===== config.mk =====
export PLATFORM = sky130hd
export DESIGN_NAME = uart_rx_core
export DESIGN_NICKNAME = d
export VERILOG_FILES = /design/src/rtl/uart_rx_pkg.sv /design/src/rtl/uart_rx_tick_gen.sv /design/src/rtl/uart_rx_sync.sv /design/src/rtl/uart_rx_frame.sv /design/src/rtl/uart_rx_status.sv /design/src/rtl/uart_rx_core.sv
export SDC_FILE = /design/constraint.sdc
export NUM_CORES = 1
export LEC_CHECK = 0
export BUFFER_PORTS_ARGS = -buffer_cell sky130_fd_sc_hd__buf_2
export CORE_MARGIN = 4
export CORE_UTILIZATION = 45
export CTS_CLUSTER_SIZE = 40
export DETAILED_ROUTE_END_ITERATION = 10
export HOLD_SLACK_MARGIN = 0.02
export PLACE_DENSITY = 0.71
export SYNTH_ARGS = -nofsm -noshare
export SYNTH_HDL_FRONTEND = slang
export SYNTH_SLANG_ARGS = --single-unit

===== constraint.sdc =====
create_clock -name clk -period 3.1 [get_ports clk]
set_input_delay 0.31 -clock clk [delete_from_list [all_inputs] [get_ports clk]]
set_output_delay 0.31 -clock clk [all_outputs]
set_load 0.02 [all_outputs]

===== src/rtl/uart_rx_pkg.sv =====
package uart_rx_pkg;

    localparam int OSR      = 16;
    localparam int MID_TICK = 7;
    localparam int DATA_W   = 8;
    localparam int BUF_W    = 16;
    localparam int TCNT_W   = $clog2(OSR);
    localparam int BIDX_W   = $clog2(DATA_W);

    typedef enum logic [2:0] {
        ST_IDLE,
        ST_START,
        ST_DATA,
        ST_PARITY,
        ST_STOP
    } rx_state_e;

    typedef struct packed {
        logic [DATA_W-1:0] data;
        logic              parity_bad;
        logic              stop_bad;
    } rx_result_t;

    function automatic int calc_div(input int clk_hz, input int baud);
        int d;
        d = clk_hz / (baud * OSR);
        if (d < 2) d = 2;
        return d;
    endfunction

    function automatic logic parity_is_odd(input logic [DATA_W-1:0] d, input logic p);
        return ^{d, p};
    endfunction

endpackage


===== src/rtl/uart_rx_tick_gen.sv =====
module uart_rx_tick_gen #(
    parameter int DIV = 325
) (
    input  logic clk,
    input  logic rst,
    output logic tick
);
    localparam int CW = $clog2(DIV);
    localparam logic [CW-1:0] LAST = CW'(DIV - 1);

    logic [CW-1:0] cnt;

    always_ff @(posedge clk) begin
        if (rst) begin
            cnt  <= '0;
            tick <= 1'b0;
        end else if (cnt == LAST) begin
            cnt  <= '0;
            tick <= 1'b1;
        end else begin
            cnt  <= cnt + 1'b1;
            tick <= 1'b0;
        end
    end
endmodule


===== src/rtl/uart_rx_sync.sv =====
module uart_rx_sync #(
    parameter int STAGES = 2
) (
    input  logic clk,
    input  logic rst,
    input  logic d_async,
    output logic q_sync
);
    logic [STAGES-1:0] pipe;

    generate
        for (genvar i = 0; i < STAGES; i++) begin : g_stage
            if (i == 0) begin : g_first
                always_ff @(posedge clk) begin
                    if (rst) pipe[0] <= 1'b1;
                    else     pipe[0] <= d_async;
                end
            end else begin : g_next
                always_ff @(posedge clk) begin
                    if (rst) pipe[i] <= 1'b1;
                    else     pipe[i] <= pipe[i-1];
                end
            end
        end
    endgenerate

    assign q_sync = pipe[STAGES-1];
endmodule


===== src/rtl/uart_rx_frame.sv =====
module uart_rx_frame
    import uart_rx_pkg::*;
(
    input  logic       clk,
    input  logic       rst,
    input  logic       tick,
    input  logic       line,
    output logic       done,
    output rx_result_t result
);
    localparam logic [TCNT_W-1:0] T_MID  = TCNT_W'(MID_TICK);
    localparam logic [TCNT_W-1:0] T_LAST = TCNT_W'(OSR - 1);
    localparam logic [BIDX_W-1:0] B_LAST = BIDX_W'(DATA_W - 1);

    rx_state_e         state;
    logic [TCNT_W-1:0] tcnt;
    logic [BIDX_W-1:0] bidx;
    logic [DATA_W-1:0] shreg;
    logic              par_bit;

    always_ff @(posedge clk) begin
        if (rst) begin
            state   <= ST_IDLE;
            tcnt    <= '0;
            bidx    <= '0;
            shreg   <= '0;
            par_bit <= 1'b0;
            done    <= 1'b0;
            result  <= '0;
        end else begin
            done <= 1'b0;
            case (state)
                ST_IDLE: begin
                    if (!line) begin
                        state <= ST_START;
                        tcnt  <= '0;
                    end
                end
                ST_START: if (tick) begin
                    if (tcnt == T_MID) begin
                        tcnt <= '0;
                        bidx <= '0;
                        state <= line ? ST_IDLE : ST_DATA;
                    end else begin
                        tcnt <= tcnt + 1'b1;
                    end
                end
                ST_DATA: if (tick) begin
                    if (tcnt == T_LAST) begin
                        tcnt  <= '0;
                        shreg <= {line, shreg[DATA_W-1:1]};
                        if (bidx == B_LAST) state <= ST_PARITY;
                        else                bidx  <= bidx + 1'b1;
                    end else begin
                        tcnt <= tcnt + 1'b1;
                    end
                end
                ST_PARITY: if (tick) begin
                    if (tcnt == T_LAST) begin
                        tcnt    <= '0;
                        par_bit <= line;
                        state   <= ST_STOP;
                    end else begin
                        tcnt <= tcnt + 1'b1;
                    end
                end
                ST_STOP: if (tick) begin
                    if (tcnt == T_LAST) begin
                        tcnt              <= '0;
                        done              <= 1'b1;
                        result.data       <= shreg;
                        result.parity_bad <= !parity_is_odd(shreg, par_bit);
                        result.stop_bad   <= !line;
                        state             <= ST_IDLE;
                    end else begin
                        tcnt <= tcnt + 1'b1;
                    end
                end
                default: state <= ST_IDLE;
            endcase
        end
    end

    // a start bit seen high at its centre returns to idle without completing
    assert_glitch_drop_R8: assert property (@(posedge clk) disable iff (rst)
        (state == ST_START && tick && tcnt == T_MID && line) |=> (state == ST_IDLE && !done));

    // a completion only follows a stop-bit sample on a tick
    assert_done_on_tick_R9: assert property (@(posedge clk) disable iff (rst)
        done |-> $past(tick) && $past(state) == ST_STOP);
endmodule


===== src/rtl/uart_rx_status.sv =====
module uart_rx_status
    import uart_rx_pkg::*;
(
    input  logic              clk,
    input  logic              rst,
    input  logic              done,
    input  rx_result_t        result,
    input  logic              rd,
    output logic [DATA_W-1:0] rx_byte,
    output logic              dr,
    output logic              ovr,
    output logic              fe,
    output logic              pe
);
    always_ff @(posedge clk) begin
        if (rst) begin
            rx_byte <= '0;
            dr      <= 1'b0;
            ovr     <= 1'b0;
            fe      <= 1'b0;
            pe      <= 1'b0;
        end else if (done) begin
            rx_byte <= result.data;
            fe      <= result.stop_bad;
            pe      <= result.parity_bad;
            dr      <= 1'b1;
            ovr     <= dr && !rd;
        end else if (rd) begin
            dr  <= 1'b0;
            ovr <= 1'b0;
        end
    end

    assert_byte_load_R2: assert property (@(posedge clk) disable iff (rst)
        done |=> rx_byte == $past(result.data));

    assert_dr_set_R3: assert property (@(posedge clk) disable iff (rst)
        done |=> dr);

    assert_dr_clear_R3: assert property (@(posedge clk) disable iff (rst)
        (rd && !done) |=> (!dr && !ovr));

    assert_flags_hold_R5: assert property (@(posedge clk) disable iff (rst)
        !done |=> ($stable(fe) && $stable(pe)));

    assert_overrun_set_R6: assert property (@(posedge clk) disable iff (rst)
        (done && dr && !rd) |=> ovr);

    assert_overrun_needs_dr_R6: assert property (@(posedge clk) disable iff (rst)
        ovr |-> dr);

    assert_same_cycle_R7: assert property (@(posedge clk) disable iff (rst)
        (done && rd) |=> (dr && !ovr));
endmodule


===== src/rtl/uart_rx_core.sv =====
module uart_rx_core
    import uart_rx_pkg::*;
#(
    parameter int CLK_HZ      = 50_000_000,
    parameter int BAUD        = 9600,
    parameter int SYNC_STAGES = 2
) (
    input  logic              clk,
    input  logic              rst,
    input  logic              rx_in,
    input  logic              buf_rd,
    output logic [BUF_W-1:0]  rx_buf,
    output logic              data_ready,
    output logic              overrun_err,
    output logic              framing_err,
    output logic              parity_err
);
    localparam int DIV = calc_div(CLK_HZ, BAUD);

    logic              tick;
    logic              line_s;
    logic              done;
    rx_result_t        result;
    logic [DATA_W-1:0] rx_byte;

    uart_rx_tick_gen #(.DIV(DIV)) u_tick (
        .clk  (clk),
        .rst  (rst),
        .tick (tick)
    );

    uart_rx_sync #(.STAGES(SYNC_STAGES)) u_sync (
        .clk     (clk),
        .rst     (rst),
        .d_async (rx_in),
        .q_sync  (line_s)
    );

    uart_rx_frame u_frame (
        .clk    (clk),
        .rst    (rst),
        .tick   (tick),
        .line   (line_s),
        .done   (done),
        .result (result)
    );

    uart_rx_status u_status (
        .clk     (clk),
        .rst     (rst),
        .done    (done),
        .result  (result),
        .rd      (buf_rd),
        .rx_byte (rx_byte),
        .dr      (data_ready),
        .ovr     (overrun_err),
        .fe      (framing_err),
        .pe      (parity_err)
    );

    assign rx_buf = {{(BUF_W-DATA_W){1'b0}}, rx_byte};
endmodule


==> metrics <==
# rows 26; synthesized area per cell 9.30 sq um; Compound-Gate Fraction of Synth Area 0.0577; mux share of post-synthesis cell area 0.124; Mapped Cells 252; CTS tree yes; Via density 4.81; r2r endpoint u_frame.result[3]$_SDFFE_PP0P_; diode count 0; Die X 80.2 microns; Yosys reg bits 54; Placed Instances 325; largest net degree at the start of global routing 48; Tmin final 2060 ps; worst r2r path cells 5; Critical Path RT 3260 ps; CTS H-tree lvls 2; yosys warns 0; multi-input logic area 1140 sq um; setup TNS 0 ps; Slew Limit Fails 0; xor/xnor share of the synthesized area 0.0598; dpl hpwl 2.44 mm; RSZ-0062 raised after global routing no; RD Place Congestion 0.784; CTS sink count 54; Post-CTS Setup Inserts 0; root buffer cell clkbuf_8; Synth area leaders dfxtp_1 (46%), mux2i_1 (12%), nor2_1 (7.5%); crit-path cells ha_1 -> and3_2 -> nand4_1 -> mux2i_1 -> nor2_1; number of global-route vias before repair 1412; clock tree buffer depth 2; Fmax 486 MHz; total congestion overflow 0; endpoint of the worst hold path u_status.ovr$_SDFFE_PP0P_; Post-DRT Antenna Nets 0; first-pass iteration count of the detailed router 4; overall routing resource usage 0.120; fin nets 271; Fillers 482; critical path fanouts, max 13; Lkg Pwr 1.03 nW; Hold Violations, Final 0; core area 5070 sq um; CP startpoint kind flip-flop; CTS clk-pin slew, worst paths 100 ps; total wire length 3.60 mm; CTS Hold Bufs 0; Synth cell types 42; Yosys top cell by area dfxtp_1; outcome completed; Post-Layout Cell Count 333; Slowest-stage cell, CP nand4_1; HP Class input port to flip-flop; Setup-failing EPs final 0; first-pass GRT wire length 6.23 mm; Reg area 1080 sq um; post-route DRC violation count 0; CP Class flip-flop to flip-flop; Max-cap violations 0; fin crit share 0.664; Reg2Reg Setup Slack 1040 ps; Worst Skew 13.6 ps; Yosys top cell area share 0.461; Synth Cell Area 2340 sq um; CP max stage delay 630 ps; hold depth 2; Clk Latency, worst-skew pair 310 ps; routed len/inst 10.8 microns; initial core utilization 0.462; DR vias 1602; pwr dens 509 nW/um^2; FF-to-FF Start u_frame.tcnt[0]$_SDFFE_PP0P_; Arrival @ worst endpoint 2220 ps; Layout area overhead 8.60%; die area 6430 sq um; Peak VDD IR 0.387 mV; initial drt markers 84; CTS Buf Count 5; DIE HEIGHT 80.2 microns; simple-gate share of the synthesized area 0.208; share of cells above drive strength 1 0.114; Crit. End Element flip-flop; antenna violations before repair 0; number of I/O pins 24; Slew headroom 0.474; PostCTS Resize Cnt 0; post-synthesis sequential area ratio 0.461; Port Buffers 15; largest family of logic cells by synthesized area simple AND/OR/NAND/NOR gates; slew of the pin with the lowest slew margin 787 ps; Worst Min Path Start buf_rd; adder-cell area share of the yosys netlist 0.0267
[through the flow]
stage          power [mW]  utilization  area [sq um]  setup slack, ps  hold WS (ps)
6_report             1.30        0.501          2540             1040           169
3_3_place_gp        0.765        0.474          2410             1160           392
3_5_place_dp        0.765        0.474          2410             1040           395
5_1_grt              1.35        0.501          2540              873           169
4_1_cts              1.31        0.501          2540             1020           157
2_1_floorplan       0.767            -          2370             1360           389
[kinds of logic (layout without fill, tap and decap cells)]
family	Yosys count	in the layout
mux	29	29
buf+inv	24	28
fa+ha+maj	5	5
other cells	1	8
simple gates	100	100
compound gates	23	23
xor+xnor	16	16
flops	54	54
[layout by cell type, fill, tap and decap left out, types with 2 or more instances in the layout]
cell type	Yosys	routed
a21oi_1	11	11
and2_1	2	2
and3_2	3	3
buf_2	1	15
bufinv_16	0	2
clkbuf_8	0	5
conb_1	1	8
dfxtp_1	54	54
ha_1	5	5
inv_1	5	5
mux2i_1	29	29
nand2_1	12	12
nand2b_1	2	2
nand3_1	10	10
nand3b_1	3	3
nand4_1	3	3
nor2_1	47	47
nor2b_1	3	3
nor3_1	3	3
o21ai_0	3	3
o21ai_1	2	2
or2_0	2	2
or2_2	2	2
xnor2_1	11	11
xor2_1	5	5
[worst max path at each step]
stage                                 start                        endpoint  slack [ps]  cells after the start
5_1_grt        u_frame.tcnt[0]$_SDFFE_PP0P_  u_frame.result[7]$_SDFFE_PP0P_         870                      5
3_5_place_dp   u_frame.tcnt[0]$_SDFFE_PP0P_  u_frame.result[7]$_SDFFE_PP0P_        1040                      5
3_3_place_gp   u_frame.tcnt[0]$_SDFFE_PP0P_  u_frame.result[4]$_SDFFE_PP0P_        1160                      5
6_report       u_frame.tcnt[0]$_SDFFE_PP0P_  u_frame.result[3]$_SDFFE_PP0P_        1040                      5
4_1_cts        u_frame.tcnt[0]$_SDFFE_PP0P_  u_frame.result[7]$_SDFFE_PP0P_        1020                      5
2_1_floorplan  u_frame.tcnt[0]$_SDFFE_PP0P_   u_frame.state[1]$_SDFFE_PP0P_        1360                      6
[worst max-delay path, delay by kind of cell (launching register included)]
family | cells | cell delay [ps]
and+or+nand+nor | 3 | 940
DFF | 1 | 370
muxes | 1 | 360
adders and majority gates | 1 | 240
[cell type report]
cell class,instances,area share
clock buffer,5,0.0270
clock inverter,3,0.0270
inverter,5,0.00737
multi-input combinational,181,0.450
sequential,54,0.425
tap,70,0.0344
timing repair buffer,15,0.0295
[metal layers]
metal | GRT usage | up-vias | wire, microns
li1 | - | 846 | -
met1 | 0.161 | 725 | 1820
met2 | 0.188 | 27 | 1640
met3 | 0.0303 | 4 | 128
met4 | 0.0372 | 0 | 25
met5 | 0 | - | 0
[synthesized netlist by cell type (all sizes together)]
cell / instances
a211o: 1
a211oi: 1
a21o: 1
a21oi: 11
a31o: 1
a31oi: 1
and2: 2
and3: 3
buf: 14
clkbuf: 5
conb: 1
dfxtp: 54
ha: 5
inv: 5
mux2i: 29
nand2: 12
nand2b: 2
nand3: 10
nand3b: 3
nand4: 3
nand4b: 1
nor2: 48
nor2b: 3
nor3: 3
nor3b: 1
nor4b: 1
o21a: 1
o21ai: 5
o32ai: 1
or2: 4
or3: 1
or3b: 2
or4: 1
xnor2: 11
xor2: 5
[flip-flops by register name, summed over array words and instances, names as in the netlist, 3 cells and up]
register and count:
u_frame.tcnt 4, u_frame.result 10, u_status.rx_byte 8, u_frame.state 3, u_tick.cnt 9, u_frame.shreg 8, u_frame.bidx 3
[power by group]
group	switching [mW]	internal, mW
Combinational	0.0305	0.0125
Sequential	0.00658	0.699
Clock	0.224	0.323
Total	0.261	1.03
No activity file was read; power rests on OpenSTA's default activity.
